==> src/rtl/i2cseq_pkg.sv <==
package i2cseq_pkg;

    typedef enum logic [3:0] {
        S_IDLE, S_START, S_ADDR1, S_ADDR2, S_RSTART,
        S_ADDR3, S_TX, S_RX, S_STOP, S_HOLD
    } seq_state_t;

    typedef enum logic [1:0] {
        BC_START = 2'd0,
        BC_WRITE = 2'd1,
        BC_READ  = 2'd2,
        BC_STOP  = 2'd3
    } bus_cmd_t;

    localparam int IRQ_TXAE  = 0;
    localparam int IRQ_RXAF  = 1;
    localparam int IRQ_TRAIL = 2;
    localparam int IRQ_CMPL  = 3;
    localparam int IRQ_N     = 4;

    localparam logic [4:0] TEN_BIT_TAG = 5'b11110;

endpackage

==> src/rtl/i2cseq_fifo.sv <==
module i2cseq_fifo #(
    parameter int W     = 8,
    parameter int DEPTH = 16,
    parameter int CW    = $clog2(DEPTH) + 1
) (
    input  logic          clk,
    input  logic          rst_n,
    input  logic          clr,
    input  logic          push,
    input  logic [W-1:0]  din,
    input  logic          pop,
    output logic [W-1:0]  dout,
    output logic [CW-1:0] count,
    output logic          full,
    output logic          empty
);
    localparam int AW = $clog2(DEPTH);

    logic [W-1:0]  mem [DEPTH];
    logic [AW-1:0] wp_q, rp_q;
    logic [CW-1:0] cnt_q;
    logic          do_push, do_pop;

    assign full    = (cnt_q == CW'(DEPTH));
    assign empty   = (cnt_q == '0);
    assign do_push = push && !full && !clr;
    assign do_pop  = pop && !empty && !clr;
    assign dout    = mem[rp_q];
    assign count   = cnt_q;

    always_ff @(posedge clk) begin
        if (do_push) mem[wp_q] <= din;
    end

    always_ff @(posedge clk or negedge rst_n) begin
        if (!rst_n) begin
            wp_q  <= '0;
            rp_q  <= '0;
            cnt_q <= '0;
        end else if (clr) begin
            wp_q  <= '0;
            rp_q  <= '0;
            cnt_q <= '0;
        end else begin
            if (do_push) wp_q <= wp_q + 1'b1;
            if (do_pop)  rp_q <= rp_q + 1'b1;
            cnt_q <= cnt_q + CW'(do_push) - CW'(do_pop);
        end
    end
endmodule

==> src/rtl/i2cseq_irq.sv <==
module i2cseq_irq
    import i2cseq_pkg::*;
#(
    parameter int CW = 5
) (
    input  logic             clk,
    input  logic             rst_n,
    input  logic             clr,
    input  logic [CW-1:0]    tx_cnt,
    input  logic [CW-1:0]    rx_cnt,
    input  logic [CW-1:0]    tx_lvl,
    input  logic [CW-1:0]    rx_lvl,
    input  logic             tx_phase,
    input  logic [3:0]       trail_len,
    input  logic             rx_push,
    input  logic             rx_pop,
    input  logic             xfer_end,
    input  logic [IRQ_N-1:0] irq_clr,
    input  logic [IRQ_N-1:0] irq_en,
    output logic [IRQ_N-1:0] irq_stat,
    output logic             irq
);
    logic [IRQ_N-1:0] stat_q, set_v;
    logic [3:0]       idle_q;
    logic             trail_cond;

    // rx holds some bytes but fewer than the almost-full level
    assign trail_cond = (rx_cnt != '0) && (rx_cnt < rx_lvl);

    always_ff @(posedge clk or negedge rst_n) begin
        if (!rst_n)                           idle_q <= '0;
        else if (clr || rx_push || rx_pop || !trail_cond) idle_q <= '0;
        else if (idle_q != trail_len)         idle_q <= idle_q + 1'b1;
    end

    always_comb begin
        set_v            = '0;
        set_v[IRQ_TXAE]  = tx_phase && (tx_cnt <= tx_lvl);
        set_v[IRQ_RXAF]  = (rx_lvl != '0) && (rx_cnt >= rx_lvl);
        set_v[IRQ_TRAIL] = trail_cond && !rx_push && !rx_pop && (idle_q == trail_len);
        set_v[IRQ_CMPL]  = xfer_end;
    end

    always_ff @(posedge clk or negedge rst_n) begin
        if (!rst_n)   stat_q <= '0;
        else if (clr) stat_q <= '0;
        else          stat_q <= (stat_q & ~irq_clr) | set_v;
    end

    assign irq_stat = stat_q;
    assign irq      = |(stat_q & irq_en);
endmodule

==> src/rtl/i2cseq_fsm.sv <==
module i2cseq_fsm
    import i2cseq_pkg::*;
#(
    parameter int LEN_W       = 8,
    parameter int STALL_LIMIT = 1000,
    parameter int STALL_W     = $clog2(STALL_LIMIT + 1)
) (
    input  logic             clk,
    input  logic             rst_n,
    input  logic             sw_reset,
    input  logic             run,
    input  logic [LEN_W-1:0] cfg_len,
    input  logic             cfg_read,
    input  logic             cfg_stop,
    input  logic [9:0]       cfg_addr,
    input  logic             cfg_addr10,
    input  logic             tx_empty,
    input  logic [7:0]       tx_head,
    input  logic             rx_full,
    input  logic             be_done,
    input  logic             be_ack_in,
    output logic             be_valid,
    output logic [1:0]       be_cmd,
    output logic [7:0]       be_wdata,
    output logic             be_ack_out,
    output logic             tx_pop,
    output logic             rx_push,
    output logic             xfer_end,
    output logic             tx_phase,
    output logic             st_done,
    output logic             st_abort,
    output logic             st_noack,
    output logic             st_nodev,
    output logic             st_mbusy
);
    seq_state_t       state, nxt;
    logic [LEN_W-1:0] remain_q;
    logic [9:0]       addr_q;
    logic             rd_q, stop_q, a10_q;
    logic [STALL_W-1:0] stall_q;
    logic             done_q, abort_q, noack_q, nodev_q;
    logic             launch, nodev_set, noack_set, abort_set, last;
    bus_cmd_t         cmd_v;

    assign last = (remain_q == LEN_W'(1));

    // next-state decision
    always_comb begin
        nxt       = state;
        launch    = 1'b0;
        nodev_set = 1'b0;
        noack_set = 1'b0;
        abort_set = 1'b0;
        unique case (state)
            S_IDLE, S_HOLD: if (run) begin
                nxt    = S_START;
                launch = 1'b1;
            end
            S_START: if (be_done) nxt = S_ADDR1;
            S_ADDR1: if (be_done) begin
                if (!be_ack_in) begin
                    nxt = S_STOP; nodev_set = 1'b1;
                end else if (a10_q) nxt = S_ADDR2;
                else                nxt = rd_q ? S_RX : S_TX;
            end
            S_ADDR2: if (be_done) begin
                if (!be_ack_in) begin
                    nxt = S_STOP; nodev_set = 1'b1;
                end else nxt = rd_q ? S_RSTART : S_TX;
            end
            S_RSTART: if (be_done) nxt = S_ADDR3;
            S_ADDR3: if (be_done) begin
                if (!be_ack_in) begin
                    nxt = S_STOP; nodev_set = 1'b1;
                end else nxt = S_RX;
            end
            S_TX: begin
                if (be_done) begin
                    if (!be_ack_in) begin
                        nxt = S_STOP; noack_set = 1'b1;
                    end else if (last) nxt = stop_q ? S_STOP : S_HOLD;
                end else if (tx_empty && stall_q == STALL_W'(STALL_LIMIT)) begin
                    nxt = S_STOP; abort_set = 1'b1;
                end
            end
            S_RX: if (be_done && last) nxt = stop_q ? S_STOP : S_HOLD;
            S_STOP: if (be_done) nxt = S_IDLE;
            default: nxt = S_IDLE;
        endcase
        if (sw_reset) begin
            nxt       = S_IDLE;
            launch    = 1'b0;
            nodev_set = 1'b0;
            noack_set = 1'b0;
            abort_set = 1'b0;
        end
    end

    // state register
    always_ff @(posedge clk or negedge rst_n) begin
        if (!rst_n) state <= S_IDLE;
        else        state <= nxt;
    end

    // message context, stall timer and status
    always_ff @(posedge clk or negedge rst_n) begin
        if (!rst_n) begin
            remain_q <= '0; addr_q <= '0; rd_q <= 1'b0; stop_q <= 1'b0; a10_q <= 1'b0;
            stall_q  <= '0;
            done_q   <= 1'b0; abort_q <= 1'b0; noack_q <= 1'b0; nodev_q <= 1'b0;
        end else if (sw_reset) begin
            stall_q  <= '0;
            done_q   <= 1'b0; abort_q <= 1'b0; noack_q <= 1'b0; nodev_q <= 1'b0;
        end else begin
            if (launch) begin
                remain_q <= (cfg_len == '0) ? LEN_W'(1) : cfg_len;
                addr_q   <= cfg_addr;
                rd_q     <= cfg_read;
                stop_q   <= cfg_stop;
                a10_q    <= cfg_addr10;
                done_q   <= 1'b0; abort_q <= 1'b0; noack_q <= 1'b0; nodev_q <= 1'b0;
            end
            if ((state == S_TX || state == S_RX) && be_done) remain_q <= remain_q - 1'b1;
            stall_q <= (state == S_TX && tx_empty && !be_done) ? stall_q + 1'b1 : '0;
            if (nodev_set) nodev_q <= 1'b1;
            if (noack_set) noack_q <= 1'b1;
            if (abort_set) abort_q <= 1'b1;
            if (nxt == S_HOLD && state != S_HOLD) done_q <= 1'b1;
        end
    end

    // outputs
    always_comb begin
        be_valid   = 1'b0;
        cmd_v      = BC_WRITE;
        be_wdata   = 8'h00;
        be_ack_out = 1'b0;
        unique case (state)
            S_START, S_RSTART: begin be_valid = 1'b1; cmd_v = BC_START; end
            S_STOP:  begin be_valid = 1'b1; cmd_v = BC_STOP; end
            S_ADDR1: begin
                be_valid = 1'b1;
                be_wdata = a10_q ? {TEN_BIT_TAG, addr_q[9:8], 1'b0} : {addr_q[6:0], rd_q};
            end
            S_ADDR2: begin be_valid = 1'b1; be_wdata = addr_q[7:0]; end
            S_ADDR3: begin be_valid = 1'b1; be_wdata = {TEN_BIT_TAG, addr_q[9:8], 1'b1}; end
            S_TX:    begin be_valid = !tx_empty; be_wdata = tx_head; end
            S_RX:    begin be_valid = !rx_full; cmd_v = BC_READ; be_ack_out = !last; end
            default: ;
        endcase
    end

    assign be_cmd   = cmd_v;
    assign tx_pop   = (state == S_TX) && be_done;
    assign rx_push  = (state == S_RX) && be_done;
    assign tx_phase = (state == S_TX);
    assign xfer_end = !sw_reset && (((state == S_STOP) && be_done) ||
                                    ((nxt == S_HOLD) && (state != S_HOLD)));
    assign st_done  = done_q;
    assign st_abort = abort_q;
    assign st_noack = noack_q;
    assign st_nodev = nodev_q;
    assign st_mbusy = (state != S_IDLE);
endmodule

==> src/rtl/i2c_auto_seq.sv <==
module i2c_auto_seq
    import i2cseq_pkg::*;
#(
    parameter int LEN_W       = 8,
    parameter int FIFO_DEPTH  = 16,
    parameter int STALL_LIMIT = 1000,
    parameter int CW          = $clog2(FIFO_DEPTH) + 1
) (
    input  logic             clk,
    input  logic             rst_n,
    input  logic             sw_reset,
    input  logic             run,
    input  logic [LEN_W-1:0] cfg_len,
    input  logic             cfg_read,
    input  logic             cfg_stop,
    input  logic [9:0]       cfg_addr,
    input  logic             cfg_addr10,
    input  logic [CW-1:0]    tx_lvl,
    input  logic [CW-1:0]    rx_lvl,
    input  logic [3:0]       trail_len,
    input  logic             tx_push,
    input  logic [7:0]       tx_data,
    output logic             tx_full,
    input  logic             rx_pop,
    output logic [7:0]       rx_data,
    output logic             rx_empty,
    input  logic [3:0]       irq_en,
    input  logic [3:0]       irq_clr,
    output logic [3:0]       irq_stat,
    output logic             irq,
    output logic             st_done,
    output logic             st_abort,
    output logic             st_noack,
    output logic             st_nodev,
    output logic             st_mbusy,
    output logic             be_valid,
    output logic [1:0]       be_cmd,
    output logic [7:0]       be_wdata,
    output logic             be_ack_out,
    input  logic             be_done,
    input  logic             be_ack_in,
    input  logic [7:0]       be_rdata
);
    localparam int STALL_W = $clog2(STALL_LIMIT + 1);

    logic          tx_empty, rx_full, tx_pop, rx_push, xfer_end, tx_phase;
    logic [7:0]    tx_head;
    logic [CW-1:0] tx_cnt, rx_cnt;

    i2cseq_fifo #(.W(8), .DEPTH(FIFO_DEPTH), .CW(CW)) u_txf (
        .clk(clk), .rst_n(rst_n), .clr(sw_reset),
        .push(tx_push), .din(tx_data), .pop(tx_pop), .dout(tx_head),
        .count(tx_cnt), .full(tx_full), .empty(tx_empty)
    );

    i2cseq_fifo #(.W(8), .DEPTH(FIFO_DEPTH), .CW(CW)) u_rxf (
        .clk(clk), .rst_n(rst_n), .clr(sw_reset),
        .push(rx_push), .din(be_rdata), .pop(rx_pop), .dout(rx_data),
        .count(rx_cnt), .full(rx_full), .empty(rx_empty)
    );

    i2cseq_fsm #(.LEN_W(LEN_W), .STALL_LIMIT(STALL_LIMIT), .STALL_W(STALL_W)) u_fsm (
        .clk(clk), .rst_n(rst_n), .sw_reset(sw_reset), .run(run),
        .cfg_len(cfg_len), .cfg_read(cfg_read), .cfg_stop(cfg_stop),
        .cfg_addr(cfg_addr), .cfg_addr10(cfg_addr10),
        .tx_empty(tx_empty), .tx_head(tx_head), .rx_full(rx_full),
        .be_done(be_done), .be_ack_in(be_ack_in),
        .be_valid(be_valid), .be_cmd(be_cmd), .be_wdata(be_wdata), .be_ack_out(be_ack_out),
        .tx_pop(tx_pop), .rx_push(rx_push), .xfer_end(xfer_end), .tx_phase(tx_phase),
        .st_done(st_done), .st_abort(st_abort), .st_noack(st_noack),
        .st_nodev(st_nodev), .st_mbusy(st_mbusy)
    );

    i2cseq_irq #(.CW(CW)) u_irq (
        .clk(clk), .rst_n(rst_n), .clr(sw_reset),
        .tx_cnt(tx_cnt), .rx_cnt(rx_cnt), .tx_lvl(tx_lvl), .rx_lvl(rx_lvl),
        .tx_phase(tx_phase), .trail_len(trail_len),
        .rx_push(rx_push), .rx_pop(rx_pop && !rx_empty), .xfer_end(xfer_end),
        .irq_clr(irq_clr), .irq_en(irq_en), .irq_stat(irq_stat), .irq(irq)
    );
endmodule

==> config.mk <==
export PLATFORM = sky130hd
export DESIGN_NAME = i2c_auto_seq
export DESIGN_NICKNAME = d
export VERILOG_FILES = /design/src/rtl/i2cseq_pkg.sv /design/src/rtl/i2cseq_fifo.sv /design/src/rtl/i2cseq_irq.sv /design/src/rtl/i2cseq_fsm.sv /design/src/rtl/i2c_auto_seq.sv
export SDC_FILE = /design/constraint.sdc
export NUM_CORES = 1
export LEC_CHECK = 0
export ABC_AREA = 1
export BUFFER_PORTS_ARGS = -buffer_cell sky130_fd_sc_hd__buf_2
export CAP_MARGIN = 20
export CORE_MARGIN = 5
export CORE_UTILIZATION = 61
export CTS_CLUSTER_DIAMETER = 200
export DETAILED_ROUTE_END_ITERATION = 8
export PLACE_DENSITY = 0.87
export SKIP_LAST_GASP = 1
export SYNTH_ARGS = -nofsm -noshare
export SYNTH_HDL_FRONTEND = slang
export SYNTH_SLANG_ARGS = --single-unit
==> constraint.sdc <==
create_clock -name clk -period 3.75 [get_ports clk]
set_clock_uncertainty 0.15 [all_clocks]
set_input_delay 0.75 -clock clk [delete_from_list [all_inputs] [get_ports clk]]
set_output_delay 0.75 -clock clk [all_outputs]
set_load 0.03 [all_outputs]
==> results of run 1 <==
[critical path, cell delays in order (launching register included)]
cell	delay [ps]
dfrtp_1	590
nand2_1	470
clkinv_1	390
a221oi_1	410
o21ai_0	140
nand2_1	90
buf_2	200
[registers in the layout (all words and copies together), names as in the netlist]
name and count:
u_rxf.mem 128, u_txf.mem 128, u_fsm.addr_q 10, u_fsm.stall_q 10, u_fsm.remain_q 8, u_rxf.count 5, u_txf.count 5, u_fsm.state 4
u_irq.idle_q 4, u_irq.irq_stat 4, u_rxf.rp_q 4, u_rxf.wp_q 4, u_txf.rp_q 4, u_txf.wp_q 4, u_fsm.a10_q 1, u_fsm.rd_q 1
u_fsm.st_abort 1, u_fsm.st_done 1, u_fsm.st_noack 1, u_fsm.st_nodev 1, u_fsm.stop_q 1
[worst max-delay path by stage]
stage	startpoint	endpoint	slack (ps)	depth (start not counted)
CTS	u_rxf.rp_q[2]	rx_data[6]	150	6
floorplan	u_rxf.count[3]	u_rxf.count[4]	720	16
global placement	be_done	u_txf.count[4]	790	14
finish	u_rxf.rp_q[2]	rx_data[6]	60	6
global route	u_txf.rp_q[0]	be_wdata[0]	40	8
detailed placement	be_done	u_txf.count[4]	660	14
[metal layers]
metal,GRT usage [%],vias up,part of all wire (%)
met5,0,-,0
met4,9.22,0,3.2
met3,4.44,118,9.7
met2,43.7,707,50
met1,35.7,5271,37
li1,-,4999,-
[layout make-up]
cell class	instances	share of cell area, %
diodes	1	0.0151
clock buffers	42	5.36
clock inverters	18	1.39
inverters	100	2.26
multi-input cells	881	27.4
flip-flops and latches	329	57.3
well taps	319	2.40
repair buffers	117	3.90
[through the flow]
step	total power [mW]	setup slack [ps]	cell area [um2]	hold slack, ps
final	9.05	62.8	16600	221
after global routing	9.41	37.5	16600	290
after CTS	9.05	151	16600	258
after detailed placement	5.71	656	15500	313
after global placement	5.65	795	15500	305
after floorplan	5.24	721	14700	283
[synth_stat cells, drive strengths merged, types with 2 or more instances]
cell / count
nor3: 19
clkbuf: 39
nor2: 208
xor2: 6
o22ai: 19
o211ai: 6
a221oi: 8
inv: 97
nand3: 57
edfxtp: 256
buf: 14
a31oi: 4
o221ai: 28
clkinv: 3
o21ai: 161
dfrtp: 73
nor3b: 2
nand2: 228
xnor2: 10
nor4: 4
nand4: 25
fa: 2
ha: 37
a21oi: 48
[cell families after synthesis]
family	Yosys count	synth area share (%)
simple gates	545	15.6
flops	329	64.9
compound gates	279	10.9
buf+inv	153	4.03
fa+ha+maj	39	3.43
xor+xnor	16	0.956
mux	2	0.145
[power breakdown]
group	total (mW)	switching, mW	leakage [nW]	internal, mW
registers	4.19	0.121	3.27	4.07
clock network	3.36	1.37	0.547	1.99
logic	1.50	1.04	2.64	0.458
==> metrics.md, run 1 <==
| Metric | Value |
|---|---|
| Post-synth cell types | 45 |
| Post-CTS sizing | 0 |
| Vias per cell | 6.14 |
| Clock Path Buffers | 3 |
| Filler cells | 1567 |
| H-tree depth | 2 |
| 1st-iter DRT viols | 1276 |
| Total gr overflow | 0 |
| Register area share after synthesis | 64.9% |
| Clock Latency Late Sink | around 520 ps |
| CTS Hold Bufs | 0 |
| Synth area leaders | edfxtp_1 52%, dfrtp_1 12%, nand2_1 5.8%, o21ai_0 5.4%, nor2_1 5.2% |
| Worst EP arrival | between 2000 and 3000 ps |
| Post-DP HPWL | 22800 um |
| Postcts setup bufs | 0 |
| Synth top area share | between 50% and 60% |
| Yosys top cell by area | edfxtp_1 |
| Max Cap Viol | 0 |
| Syn avg cell area | 10.8 um2 |
| Area grow syn2layout | 13.4% |
| Critical R2R Launch | u_txf.count[2] |
| Register area | between 0.009 and 0.01 mm2 |
| Final Util | a little over two thirds |
| Largest fanout on the critical path | 11 |
| RSZ-0062 raised after global routing | false |
| Hold Vio Cnt, Final | 0 |
| WS Path Type | reg -> out |
| Worst VDD drop | 0.000390 V |
| Worst-Margin Slew | 922 ps |
| TNS Setup | 0 ps |
| Cell Rows | between 50 and 60 |
| Wire per inst | 19.6 um |
| First-pass GRT wire length | 56600 um |
| CP Capture Type | output pin |
| Ys async rst share | 22.2% |
| Critical Path RT | 2850 ps |
| R2R cell count | 14 |
| Share of cells above drive strength 1 | 13.0% |
| Via count | 11095 |
| Mapped Cells | approximately 1400 |
| Clock transition at path regs | ~60 ps |
| CTS tree | done |
| Area of the multi-input gates | roughly 0.0046 mm2 |
| Syn nets | 1469 |
| Status | finished clean |
| Cell Area, Synth | 0.0147 mm2 |
| Max Fclk | 271 MHz |
| GPL Wtd Cong | 0.896 |
| Final nets | 1569 |
| Overall routing resource usage | a little over a quarter |
| Routed WL | 35500 um |
| Die Y | 165 um |
| Non-filler cells, final | 1807 |
| Startpoint Class | flip-flop |
| Slew margin rel. | between 30% and 40% |
| Final Cycle Share | 98.3% |
| Most frequent cells in the layout | 256 x edfxtp_1, 225 x nand2_1, 202 x nor2_1, 157 x o21ai_0, 97 x buf_2 |
| R2r setup slk | 660 ps |
| Ys Warns | 0 |
| Root buf cell | clkbuf_16 |
| Residual DRC | 0 |
| Clock Sinks | 329 |
| Pre-Repair DR Iteration Count | 6 |
| Largest net degree at the start of global routing | 74 |
| IO Count | slightly below 100 |
| R2r endpoint | u_txf.count[4] |
| Hold crit path type | in -> async |
| Initial antenna violation count | 1 |
| FF+latch count, synth | 329 |
| Prevailing post-synth register cell | edfxtp_1 |
| Leak pwr | 6.46 nW |
| DIE WIDTH | 165 um |
| Cts bufs inserted | 34 |
| Starting Density | between 60% and 70% |
| Vias in the first global route | roughly 11000 |
| Pwr dens | 545 mW/mm2 |
| # port buffers | between 90 and 100 |
| Core area | about 0.024 mm2 |
| Commonest non-fill, non-tap cell in the layout | edfxtp_1 |
| EDFF count, synth | ~260 |
| Die ar. | 0.0272 mm2 |
| Final setup viols | 0 |
| Tmin final | 3690 ps |
| Number of routed nets with antenna violations | 0 |
| Slew Viols, Final | 0 |
| Post-Place Cells | 1746 |
Note: power is estimated with default switching activity, not from simulation.
==> run 2: changes to the inputs <==
- ABC_AREA: 1 -> unset
- CORE_UTILIZATION: 61 -> 60
- HOLD_SLACK_MARGIN: unset -> 0.05
- PLACE_DENSITY: 0.87 -> 0.86
- SLEW_MARGIN: unset -> 25
==> run 2 against run 1 <==
Register-to-register slack worse by 60 ps. Count of clock-buffer cells in the layout is 6 higher. Power rose by 0.17%. Critical endpoint is now be_wdata[5].
==> metrics.md, run 2 <==
| Metric | Value |
|---|---|
| DIE WIDTH | 166 um (+0.48%) |
| CP Capture Type | output pin |
| Leak pwr | 6.18 nW (-4.3%) |
| Ys async rst share | 22.2% (unchanged) |
| Total gr overflow | 0 (unchanged) |
| Hold Vio Cnt, Final | 0 (unchanged) |
| Number of routed nets with antenna violations | 0 (unchanged) |
| R2R cell count | 13 (-1) |
| FF+latch count, synth | 329 (unchanged) |
| Via count | 9291 (-16%) |
| Pwr dens | 538 mW/mm2 (-1.3%) |
| Min-delay src | cfg_addr[9] |
| Ant diodes | 0 (-1) |
| WS Path Type | reg -> out |
| Area grow syn2layout | 15.8% |
| Core area | 0.0241 mm2 (+2.4%) |
| 1st-iter DRT viols | 1111 (-13%) |
| Clock transition at path regs | 70 ps (about the same) |
| Routed WL | 34900 um (-1.6%) |
| Die Y | 166 um (+0.48%) |
| Combinational Power Share | 16.1% (-0.5 points) |
| Worst-Margin Slew | 858 ps (-63.8 ps) |
| Root buf cell | clkbuf_16 |
| Startpoint Class | flip-flop |
| Mapped Cells | 985 (-28%) |
| Hold path depth | 3 |
| H-tree depth | 2 (unchanged) |
| IO Count | 99 (unchanged) |
| Synth area leaders | edfxtp_1 53%, dfrtp_1 13%, mux4_2 7.1%, ha_1 3.2%, nor2_1 2.4% |
| Clk network pwr share | 37.5% (+0.3 points) |
| Cell Rows | 57 (+1.8%) |
| Clock Path Buffers | 3 (unchanged) |
| Register area share after synthesis | 65.3% (+0.41 points) |
| Prevailing post-synth register cell | edfxtp_1 |
| Wire per inst | 23.7 um (+21%) |
| Worst slack, placed | 545 ps (-111 ps) |
| Share of cells above drive strength 1 | 22.8% (+9.8 points) |
| Non-filler cells, final | 1474 (-18%) |
| Cts bufs inserted | 34 (unchanged) |
| Starting Density | 60.4% (-1.8 points) |
| Fin area | 0.0169 mm2 (+1.5%) |
| Residual DRC | 0 (unchanged) |
| Max Cap Viol | 0 (unchanged) |
| Post-DP Area | 0.0156 mm2 (+0.53%) |
| Synth top area share | 52.8% (+0.33 points) |
| Critical R2R Launch | u_rxf.count[3] |
| CTS tree | done |
| Most frequent cells in the layout | 256 x edfxtp_1, 97 x buf_2, 95 x nor2_1, 71 x dfrtp_1, 51 x nand2_1 |
| Largest net degree at the start of global routing | 74 (unchanged) |
| Crit path from | u_txf.rp_q[0] |
| Hold worst-path end | u_fsm.addr_q[9] |
| Switching Share | 25.9% (-2.1 points) |
| Final nets | 1231 (-22%) |
| Post-Place Cells | 1399 (-20%) |
| Slew Viols, Final | 0 (unchanged) |
| Clock Latency Late Sink | 520 ps (about the same) |
| Synth cell count leaders | 256 x edfxtp_1, 95 x nor2_1, 73 x dfrtp_1 |
| First-pass GRT wire length | 54000 um (-4.6%) |
| R2r endpoint | u_rxf.count[4] |
| Post-synth cell types | 57 (+27%) |
| Die ar. | 0.0275 mm2 (+0.96%) |
| Yosys top cell by area | edfxtp_1 |
| Post-DP HPWL | 21500 um (-5.4%) |
| Syn nets | 1091 (-26%) |
| Largest regs | u_rxf.mem: 128 flops, u_txf.mem: 128 flops |
| EDFF count, synth | 256 (unchanged) |
| Final hold slack | 283 ps (+61.4 ps) |
| Vias in the first global route | 9295 (-15%) |
| Ys Warns | 0 (unchanged) |
| # port buffers | 98 (unchanged) |
| Clock Sinks | 329 (unchanged) |
| Largest fanout on the critical path | 17 (+6) |
| Slew margin rel. | 42.6% (+4.0 points) |
| Pre-Repair DR Iteration Count | 5 (-1) |
| Worst VDD drop | 0.000400 V (+2.4%) |
| R2r setup slk | 600 ps (-60 ps) |
| Worst EP arrival | 2800 ps (about the same) |
| Max Fclk | 270 MHz (-0.46%) |
| GPL Wtd Cong | 0.872 (-2.7%) |
| Hold crit path type | in -> reg |
| Psw | 2.35 mW (-7.4%) |
| Post-layout power | 9.07 mW (+0.17%) |
| Cell with the most instances after synthesis | edfxtp_1 |
| Int Power | 6.72 mW (+3.1%) |
| Vias per cell | 6.30 (+2.7%) |
| Status | finished clean |
| Sequential Power Share | 46.4% (about the same) |
| Final setup viols | 0 (unchanged) |
| Worst setup margin | 45.6 ps (-17.2 ps) |
| Final Cycle Share | 98.8% (+0.46 points) |
| Overall routing resource usage | 25.2% (-1.2 points) |
| Syn avg cell area | 14.8 um2 (+38%) |
| Initial antenna violation count | 0 (-1) |
| Tmin final | 3700 ps (+17.2 ps) |
| RSZ-0062 raised after global routing | true |
| Commonest non-fill, non-tap cell in the layout | edfxtp_1 |
| Cell Area, Synth | 0.0146 mm2 (-0.63%) |
| Critical Path RT | 2850 ps (about the same) |
-- run 2: cell types whose count changed in the layout (fill, tap and decap cells not counted), sizes merged, moves of 20 or more --
cell and change:
o221ai -27, mux4 +56, nand3 -48, nor2b +20
inv -60, o21ai -117, nor2 -113, mux2i +29
nand2 -177, buf +33
-- run 2: power by group through the flow --
stage | clock network (mW) | registers, mW | logic (mW)
floorplan | 0 | 4.24 | 1.04
global placement | 0 | 4.27 | 1.39
detailed placement | 0 | 4.27 | 1.43
CTS | 3.42 | 4.20 | 1.45
global route | 3.61 | 4.22 | 1.59
finish | 3.40 | 4.21 | 1.46
-- run 2: cells by family after synthesis --
| family | share of synthesized area, % |
|---|---|
| AOI/OAI and AO/OA | 6.36 |
| xor gates and xnor gates | 1.98 |
| adders and majority gates | 3.45 |
| buffers and inverters | 2.43 |
| DFF | 65.3 |
| muxes | 12.2 |
| and+or+nand+nor | 8.25 |
-- run 2: metal layers --
layer | global-route usage (%) | wire length (um) | vias to the layer above
li1 | - | - | 4042
met5 | 0 | 0 | -
met2 | 42.7 | 17600 | 497
met4 | 9.51 | 1350 | 0
met1 | 32.8 | 13200 | 4654
met3 | 4.93 | 2700 | 98
-- run 2: repair_timing --
action                                  CTS  global route
pin swaps                                 0             1
cloned                                    1             0
hold buffers                              0             1
setup buffers                             0            11
gates resized for setup                   0             2
endpoints found under the setup margin    1             4
endpoints found under the hold margin     0            23
-- run 2: cell type report --
cell class,instances,area [um2]
Clock buffer,48,925
Timing Repair Buffer,151,975
Sequential cell,329,9520
Tap cell,324,405
Inverter,37,139
Clock inverter,13,196
Multi-Input combinational cell,572,4710
Fill cell,1523,7240
-- run 2: critical path, stage by stage (launching register included) --
cell and delay [ps]:
dfrtp_2 390, buf_12 180, buf_12 120, mux4_2 510
mux4_2 530, a221o_1 360, buf_2 200
-- run 2: stage by stage --
stage          setup TNS, ps  utilization, %
2_1_floorplan              0               -
4_1_cts                    0            69.4
3_3_place_gp               0            64.6
3_5_place_dp               0            64.6
5_1_grt                -44.5            70.0
6_report                   0            70.0
-- run 2: worst max path at each step --
| stage | endpoint | slack, ps | depth (start not counted) |
|---|---|---|---|
| 2_1_floorplan | u_rxf.count[4] | 410 | 12 |
| 3_3_place_gp | be_wdata[3] | 580 | 6 |
| 4_1_cts | be_wdata[4] | 10 | 5 |
| 6_report | be_wdata[5] | 50 | 6 |
| 5_1_grt | be_wdata[3] | -30 | 6 |
| 3_5_place_dp | be_wdata[7] | 550 | 5 |
